**src/rtl/mei_pkg.sv**
```systemverilog
package mei_pkg;
  // Fixed cause bit positions; software decodes these.
  localparam int CE_BIT  = 0;
  localparam int UE_BIT  = 1;
  localparam int PAR_LSB = 2;

  // Register word indices that do not depend on the capture word count.
  localparam int REG_CAUSE   = 0;
  localparam int REG_ENABLE  = 1;
  localparam int REG_CE_ADDR = 2;

  function automatic int cause_width(input int lanes);
    return lanes + 3;
  endfunction

  function automatic int addr_bit(input int lanes);
    return lanes + 2;
  endfunction

  // Every class except the correctable one is fatal.
  function automatic logic [31:0] fatal_mask(input int lanes);
    logic [31:0] m;
    m = '0;
    for (int i = 1; i < lanes + 3; i++) m[i] = 1'b1;
    return m;
  endfunction
endpackage

```
**src/rtl/mei_cause.sv**
```systemverilog
module mei_cause #(
  parameter int CW = 7,
  parameter logic [31:0] FMASK = 32'h7e
) (
  input  logic          clk,
  input  logic          rst_n,
  input  logic          wr_cause_i,
  input  logic          wr_en_i,
  input  logic [CW-1:0] wdata_i,
  input  logic [CW-1:0] ev_i,
  output logic [CW-1:0] cause_o,
  output logic [CW-1:0] en_o,
  output logic [CW-1:0] clr_o,
  output logic          irq_o,
  output logic          fatal_o
);
  logic [CW-1:0] cause_q, en_q, gated;

  assign clr_o = wr_cause_i ? wdata_i : '0;

  always_ff @(posedge clk) begin
    if (!rst_n) begin
      cause_q <= '0;
      en_q    <= '0;
    end else begin
      cause_q <= (cause_q & ~clr_o) | ev_i;
      if (wr_en_i) en_q <= wdata_i;
    end
  end

  assign gated   = cause_q & en_q;
  assign irq_o   = |gated;
  assign fatal_o = |(gated & FMASK[CW-1:0]);
  assign cause_o = cause_q;
  assign en_o    = en_q;


  ev_sets_chk: assert property (@(posedge clk) disable iff (!rst_n)
    (ev_i != '0) |=> ((cause_q & $past(ev_i)) == $past(ev_i)));

  sticky_chk: assert property (@(posedge clk) disable iff (!rst_n)
    !wr_cause_i |=> ((cause_q & $past(cause_q)) == $past(cause_q)));

  fatal_in_irq_chk: assert property (@(posedge clk) disable iff (!rst_n)
    fatal_o |-> irq_o);

  ce_not_fatal_chk: assert property (@(posedge clk) disable iff (!rst_n)
    ((cause_q & FMASK[CW-1:0]) == '0) |-> !fatal_o);
endmodule

```
**src/rtl/mei_capture.sv**
```systemverilog
module mei_capture #(
  parameter int AW = 32,
  parameter int DW = 32,
  parameter int NW = 5
) (
  input  logic            clk,
  input  logic            rst_n,
  input  logic            evt_i,
  input  logic            pend_i,
  input  logic            clr_i,
  input  logic [AW-1:0]   addr_i,
  input  logic [NW*DW-1:0] data_i,
  output logic [AW-1:0]   addr_o,
  output logic [NW*DW-1:0] data_o
);
  logic take;
  assign take = evt_i & (~pend_i | clr_i);

  always_ff @(posedge clk) begin
    if (!rst_n)    addr_o <= '0;
    else if (take) addr_o <= addr_i;
  end

  for (genvar w = 0; w < NW; w++) begin : g_word
    always_ff @(posedge clk) begin
      if (!rst_n)    data_o[w*DW +: DW] <= '0;
      else if (take) data_o[w*DW +: DW] <= data_i[w*DW +: DW];
    end
  end


  hold_first_chk: assert property (@(posedge clk) disable iff (!rst_n)
    (pend_i && !clr_i) |=> ($stable(addr_o) && $stable(data_o)));

  load_chk: assert property (@(posedge clk) disable iff (!rst_n)
    (evt_i && !pend_i) |=> (addr_o == $past(addr_i)));
endmodule

```
**src/rtl/mem_err_irq.sv**
```systemverilog
module mem_err_irq #(
  parameter int ADDR_W    = 4,
  parameter int DW        = 32,
  parameter int MEM_AW    = 32,
  parameter int NWORDS    = 5,
  parameter int PAR_LANES = 4
) (
  input  logic                 clk,
  input  logic                 rst_n,
  input  logic [ADDR_W-1:0]    reg_addr,
  input  logic [DW-1:0]        reg_wdata,
  input  logic                 reg_we,
  output logic [DW-1:0]        reg_rdata,
  input  logic                 ce_hit,
  input  logic [MEM_AW-1:0]    ce_addr,
  input  logic [NWORDS*DW-1:0] ce_data,
  input  logic                 ue_hit,
  input  logic [MEM_AW-1:0]    ue_addr,
  input  logic [NWORDS*DW-1:0] ue_data,
  input  logic [PAR_LANES-1:0] par_hit,
  input  logic                 addr_fault,
  output logic                 irq,
  output logic                 fatal
);
  import mei_pkg::*;

  localparam int CW         = cause_width(PAR_LANES);
  localparam int ABIT       = addr_bit(PAR_LANES);
  localparam int CE_DATA0   = REG_CE_ADDR + 1;
  localparam int UE_ADDR_IX = CE_DATA0 + NWORDS;
  localparam int UE_DATA0   = UE_ADDR_IX + 1;

  logic [CW-1:0] ev_vec, cause_q, en_q, clr_vec;
  logic          wr_cause, wr_en;
  logic [MEM_AW-1:0]    ce_addr_q, ue_addr_q;
  logic [NWORDS*DW-1:0] ce_data_q, ue_data_q;

  always_comb begin
    ev_vec                        = '0;
    ev_vec[CE_BIT]                = ce_hit;
    ev_vec[UE_BIT]                = ue_hit;
    ev_vec[PAR_LSB +: PAR_LANES]  = par_hit;
    ev_vec[ABIT]                  = addr_fault;
  end

  assign wr_cause = reg_we && (int'(reg_addr) == REG_CAUSE);
  assign wr_en    = reg_we && (int'(reg_addr) == REG_ENABLE);

  mei_cause #(.CW(CW), .FMASK(fatal_mask(PAR_LANES))) u_cause (
    .clk(clk), .rst_n(rst_n), .wr_cause_i(wr_cause), .wr_en_i(wr_en),
    .wdata_i(reg_wdata[CW-1:0]), .ev_i(ev_vec), .cause_o(cause_q),
    .en_o(en_q), .clr_o(clr_vec), .irq_o(irq), .fatal_o(fatal)
  );

  mei_capture #(.AW(MEM_AW), .DW(DW), .NW(NWORDS)) u_ce_cap (
    .clk(clk), .rst_n(rst_n), .evt_i(ce_hit), .pend_i(cause_q[CE_BIT]),
    .clr_i(clr_vec[CE_BIT]), .addr_i(ce_addr), .data_i(ce_data),
    .addr_o(ce_addr_q), .data_o(ce_data_q)
  );

  mei_capture #(.AW(MEM_AW), .DW(DW), .NW(NWORDS)) u_ue_cap (
    .clk(clk), .rst_n(rst_n), .evt_i(ue_hit), .pend_i(cause_q[UE_BIT]),
    .clr_i(clr_vec[UE_BIT]), .addr_i(ue_addr), .data_i(ue_data),
    .addr_o(ue_addr_q), .data_o(ue_data_q)
  );

  always_comb begin
    int ix;
    ix        = int'(reg_addr);
    reg_rdata = '0;
    if (ix == REG_CAUSE)   reg_rdata = DW'(cause_q);
    if (ix == REG_ENABLE)  reg_rdata = DW'(en_q);
    if (ix == REG_CE_ADDR) reg_rdata = DW'(ce_addr_q);
    if (ix == UE_ADDR_IX)  reg_rdata = DW'(ue_addr_q);
    for (int w = 0; w < NWORDS; w++) begin
      if (ix == CE_DATA0 + w) reg_rdata = ce_data_q[w*DW +: DW];
      if (ix == UE_DATA0 + w) reg_rdata = ue_data_q[w*DW +: DW];
    end
  end


  set_wins_chk: assert property (@(posedge clk) disable iff (!rst_n)
    (ce_hit && wr_cause && reg_wdata[CE_BIT]) |=> cause_q[CE_BIT]);

  mask_all_chk: assert property (@(posedge clk) disable iff (!rst_n)
    (en_q == '0) |-> !irq);
endmodule

```
**config.mk**
```make
export PLATFORM = sky130hd
export DESIGN_NAME = mem_err_irq
export DESIGN_NICKNAME = d
export VERILOG_FILES = /design/src/rtl/mei_pkg.sv /design/src/rtl/mei_cause.sv /design/src/rtl/mei_capture.sv /design/src/rtl/mem_err_irq.sv
export SDC_FILE = /design/constraint.sdc
export NUM_CORES = 1
export LEC_CHECK = 0
export BUFFER_PORTS_ARGS = -buffer_cell sky130_fd_sc_hd__buf_2
export CORE_MARGIN = 2
export CORE_UTILIZATION = 25
export CTS_BUF_LIST = sky130_fd_sc_hd__clkbuf_4
export DETAILED_ROUTE_END_ITERATION = 10
export HOLD_SLACK_MARGIN = 0.06
export PLACE_DENSITY = 0.42
export SLEW_MARGIN = 20
export SYNTH_ARGS = -nofsm -noshare
export SYNTH_HDL_FRONTEND = slang
export SYNTH_HIERARCHICAL = 1
export SYNTH_SLANG_ARGS = --single-unit
```
**constraint.sdc**
```tcl
create_clock -name clk -period 5.7 [get_ports clk]
set_input_delay 0.285 -clock clk [delete_from_list [all_inputs] [get_ports clk]]
set_output_delay 0.285 -clock clk [all_outputs]
set_load 0.1 [all_outputs]
```
Yosys cells after proc, flatten, opt, wreduce, memory -nomap -nowiden
Cells that the tools add are included.

Reduce and logical (&&, ||, !) cells: 5. Add/sub/neg operators: 0. Magnitude comparators: 0. Divide/modulo/power cells: 0. Eq/ne operators: 13. Bitwise gates (word level): 10. Shift operators: 0. Mux-type cells: 15. Multiply operators: 0.

Operators with widths (number): 2-to-1 mux 32 bit (13); == test 4 bit, second input constant (8); == test 4 x 3 -> 1 bit, second input constant (4); bitwise AND 7 bit (2); 2-to-1 mux 7 bit (2); NOT 7 bit (1); OR 7 bit (1); OR reduction 7 bit (1); OR reduction 6 bit (1); == test 4 x 2 -> 1 bit, second input constant (1); logical NOT 4 bit (1); bitwise AND 1 bit (2); logical AND 1 bit (2); NOT 1 bit (2); OR 1 bit (2).

Bits in read-only memories: 0. Flip-flop bits (word level): 398. Word-level logic and storage cells: 57. Memories kept: 0. Input port bits: 430. Memory bits (writable): 0. Latch bits: 0. Output and inout bits: 34.

Logic depth before layout (Yosys ltp)
Word-level depth: 15. Mapped depth: 14.

By module
Netlist, hierarchy kept.

Modules (own cells, without submodules): mei_capture (times used 2, sequential area each 3843.7 um^2, area each 7786.2 um^2, cells each 834); mem_err_irq (times used 1, sequential area each 0.0 um^2, area each 4042.6 um^2, cells each 650); mei_cause (times used 1, sequential area each 280.3 um^2, area each 599.3 um^2, cells each 57).

Worst setup path after synthesis
No wires, ideal clock.

Kind: in2out. Start: input port reg_addr[2]. End: output port reg_rdata[17]. Setup slack: 0.741 ns. Cell stages on the path: 6. Required time: 5.415 ns. Arrival: 4.674 ns. Path through: buf_4 > nor3b_4 > buf_4 > buf_2 > a21oi_1 > o311ai_0.

Cells in the longest elaborated chain, start to end: 13.

Ends and longest elaborated chain: start, declared (line mem_err_irq.sv:10) `input logic [ADDR_W-1:0] reg_addr,`; == test 4 x 3 -> 1 bit (line mem_err_irq.sv:73) `if (ix == REG_CE_ADDR) reg_rdata = DW'(ce_addr_q);`; 2-to-1 mux 32 bit (line mem_err_irq.sv:73); 2-to-1 mux 32 bit (line mem_err_irq.sv:74) `if (ix == UE_ADDR_IX) reg_rdata = DW'(ue_addr_q);`; 2-to-1 mux 32 bit (line mem_err_irq.sv:76) `if (ix == CE_DATA0 + w) reg_rdata = ce_data_q[w*DW +: DW];`; 2-to-1 mux 32 bit (line mem_err_irq.sv:77) `if (ix == UE_DATA0 + w) reg_rdata = ue_data_q[w*DW +: DW];`; 2-to-1 mux 32 bit (line mem_err_irq.sv:76); 2-to-1 mux 32 bit (line mem_err_irq.sv:77); 2-to-1 mux 32 bit (line mem_err_irq.sv:76); 2-to-1 mux 32 bit (line mem_err_irq.sv:77); 2-to-1 mux 32 bit (line mem_err_irq.sv:76); 2-to-1 mux 32 bit (line mem_err_irq.sv:77); 2-to-1 mux 32 bit (line mem_err_irq.sv:76); 2-to-1 mux 32 bit (*) (line mem_err_irq.sv:77); end, declared (line mem_err_irq.sv:13) `output logic [DW-1:0] reg_rdata,`.

Mark *: on every way between the ends. The rest lies on a longest branch, timed or not.

Worst setup path after layout
Start: input port reg_addr[1]. End: output port reg_rdata[23].

Same word-level chain as after synthesis.

==> summary.txt <==
Status
  • Status: completed

Global route
  • First-pass GRT wire length: 133000 µm
  • Vias in the first global route: 21509
  • GRT Total Usage: 21.6%
  • Largest net degree at the start of global routing: 212
  • Antenna violations before repair: 25
  • Gr ovfl total: 0

Power and ir drop
  • Power consumption: 7390 µW
  • Seq pwr share: 41.5%
  • PwrDens: 249 nW/µm²
  • Sw Pwr: 2400 µW
  • P_leak: 0.0127 µW
  • Sw Ratio: 32.5%
  • Maximum vdd drop: 115 µV
  • Gate power share: 21.4%
  • Int Power: 4990 µW
  • Clk pwr share: 37.1%

Finish
  • Post-route insts no fill: 4483
  • Fill count: 8314
  • Fin util: 36.9%
  • Area Growth Syn to Fin: 46.9%
  • Fraction of layout cells with a size suffix above 1: 20.0%
  • Fin nets: 3738

STA
  • Final setup viols: 0
  • Relative slew slack: 21.8%
  • Final Critical Period: 4160 ps
  • Pins over their slew limit: 0
  • Final period util: 73.1%
  • Hold Fails Final Rpt: 0
  • Fmax: 240 MHz
  • Worst slew pin tran: 1170 ps
  • RSZ-0062 raised after global routing: false
  • Fin Setup TNS: 0 ps
  • Clk_skew: 78.2 ps

Routing
  • Remaining antenna violation count: 0
  • Met1 wire length: 38400 µm
  • Final WL: 93200 µm
  • Number of DRC markers in iteration 0: 1381
  • Top Layer Used: met5
  • Residual DRC: 0
  • Via count: 21018
  • Vias per cell: 4.69
  • Routed wl met3: 6580 µm
  • WL/cell: 20.8 µm
  • Met2 Wirelength: 44600 µm
  • DRT Pass-1 Iters: 5

CTS
  • TritonCTS buffer count: 117
  • Worst-path clk slew: 60 ps
  • Clk_lat worst skew: 920 ps
  • PostCTS Resize Cnt: 0
  • TritonCTS Sinks: 398
  • Root Buffer: clkbuf_4
  • CTS tree: yes
  • Max H-tree Level: 3
  • Clock Path Buffers: 3

Floorplan
  • DIE AREA: 83000 µm²
  • Initial Utilization: 25.1%
  • Num ports: 464
  • Core Box Area: 80300 µm²
  • DIE WIDTH: 288 µm
  • Die height: 288 µm
  • # rows: 104

Synthesis
  • Cell area after synthesis: 20200 µm²
  • Post-Syn Nets: 2800
  • Synth Area per Inst: 8.52 µm²
  • YS warnings: 6
  • Post-Syn Instances: 2370

Critical path
  • CP arrival: 3880 ps
  • Crit Reg-Reg Startpoint: u_cause/cause_o[0]
  • Setup crit end kind: output port
  • CP required: 5410 ps
  • R2R setup slack: 3160 ps
  • Startpoint types: input pin
  • Crit Path Class: input pin to output port
  • Setup crit end: reg_rdata[23]
  • Critical path peak fanout: 32
  • Worst Setup SP: reg_addr[1]
  • Cell depth of the worst flop-to-flop path: 4
  • FF-to-FF End: u_ce_cap/addr_o[0]

Min path
  • Hold WC Path Type: input pin to register

Placed design
  • Placed cell count: 3697
  • Port buffer count: 438
  • Routability-driven placement congestion ratio: 0.878
  • Placed wire-length estimate: 64900 µm

Flow run
  • Max Cap Viol: 0
## sequential cells by signal, indices dropped and copies added (netlist names)
name,flops
u_ce_cap/data_o,160
u_ue_cap/data_o,160
u_ce_cap/addr_o,32
u_ue_cap/addr_o,32
u_cause/cause_o,7
u_cause/en_o,7
## cells in the final DEF (no fill, tap or decap), types with 4 or more instances in the layout
cell type and instances:
o21a_1 7, mux2_2 7, nand2_1 827, nand4b_1 7
a32o_1 4, nand3_1 11, a31oi_1 7, dfxtp_1 398
o211ai_1 19, and3_1 17, buf_2 435, buf_12 9
a211o_1 7, nor2_1 50, o22ai_1 34, inv_1 4
nor2b_1 12, a211oi_1 20, a21oi_1 57, nor3_1 9
o21ai_0 80, a21boi_0 5, clkinv_2 8, a21o_1 17
nand2b_1 5, buf_4 31, dlygate4sd3_1 552, diode_2 21
or4_1 17, o22a_1 7, a221oi_1 24, mux2i_1 400
o2bb2ai_1 8, clkbuf_4 163, a222oi_1 9, o221ai_1 11
clkinv_1 37, a22o_1 25, a22oi_1 13
## power groups by stage
stage	sequential [µW]	clock (µW)	combinational (µW)
3_3_place_gp	3120	0	1270
2_1_floorplan	3090	0	887
6_report	3070	2740	1580
5_1_grt	3080	3000	1690
4_1_cts	3060	2860	1580
3_5_place_dp	3130	0	1280
## what timing repair did
item                      in CTS  in global routing
hold endpoints to repair     398                  0
hold buffers                 552                  0
buffers inserted               0                  0
## final cells by class
class                   instances  area, µm²  share of cell area [%]
inverters                       4       15.0                  0.0506
repair buffers               1029       8140                    27.5
flip-flops and latches        398       7970                    26.9
multi-input cells            1758      10700                    36.0
diodes                         21       52.6                   0.177
clock buffers                 163       1220                    4.13
well taps                    1060       1330                    4.47
clock inverters                50        234                   0.789
## how the worst min path moves through the flow
stage | to | from | slack [ps] | cells after the start
floorplan | u_cause/cause_o[4] | par_hit[2] | 410 | 1
global placement | u_ce_cap/data_o[16] | u_ce_cap/data_o[16] | 440 | 2
detailed placement | u_ue_cap/data_o[45] | u_ue_cap/data_o[45] | 440 | 2
CTS | u_ue_cap/data_o[118] | ue_data[118] | 60 | 4
global route | u_ue_cap/addr_o[24] | ue_addr[24] | 70 | 4
finish | u_ce_cap/addr_o[21] | ce_addr[21] | 170 | 4
## routing by layer
layer | up-vias | GRT usage, %
met2 | 661 | 36.8
li1 | 10124 | -
met3 | 180 | 5.36
met1 | 10041 | 26.1
met4 | 12 | 8.48
met5 | - | 0
## worst max-delay path, cell delays in order
cell,delay [ps]
buf_2,600
nand2b_2,580
buf_4,410
o21ai_0,140
a221oi_1,820
o211ai_1,210
o211ai_1,280
buf_2,520
## through the flow
step                      worst slack (ps)  area (µm²)  hold WS, ps
final                                 1540       29600          165
after global routing                  1340       29600         72.0
after CTS                             1460       29600         60.1
after detailed placement              1460       22600          443
after global placement                1460       22600          441
after floorplan                        741       20200          409
Power figures use the tool's default switching activity.
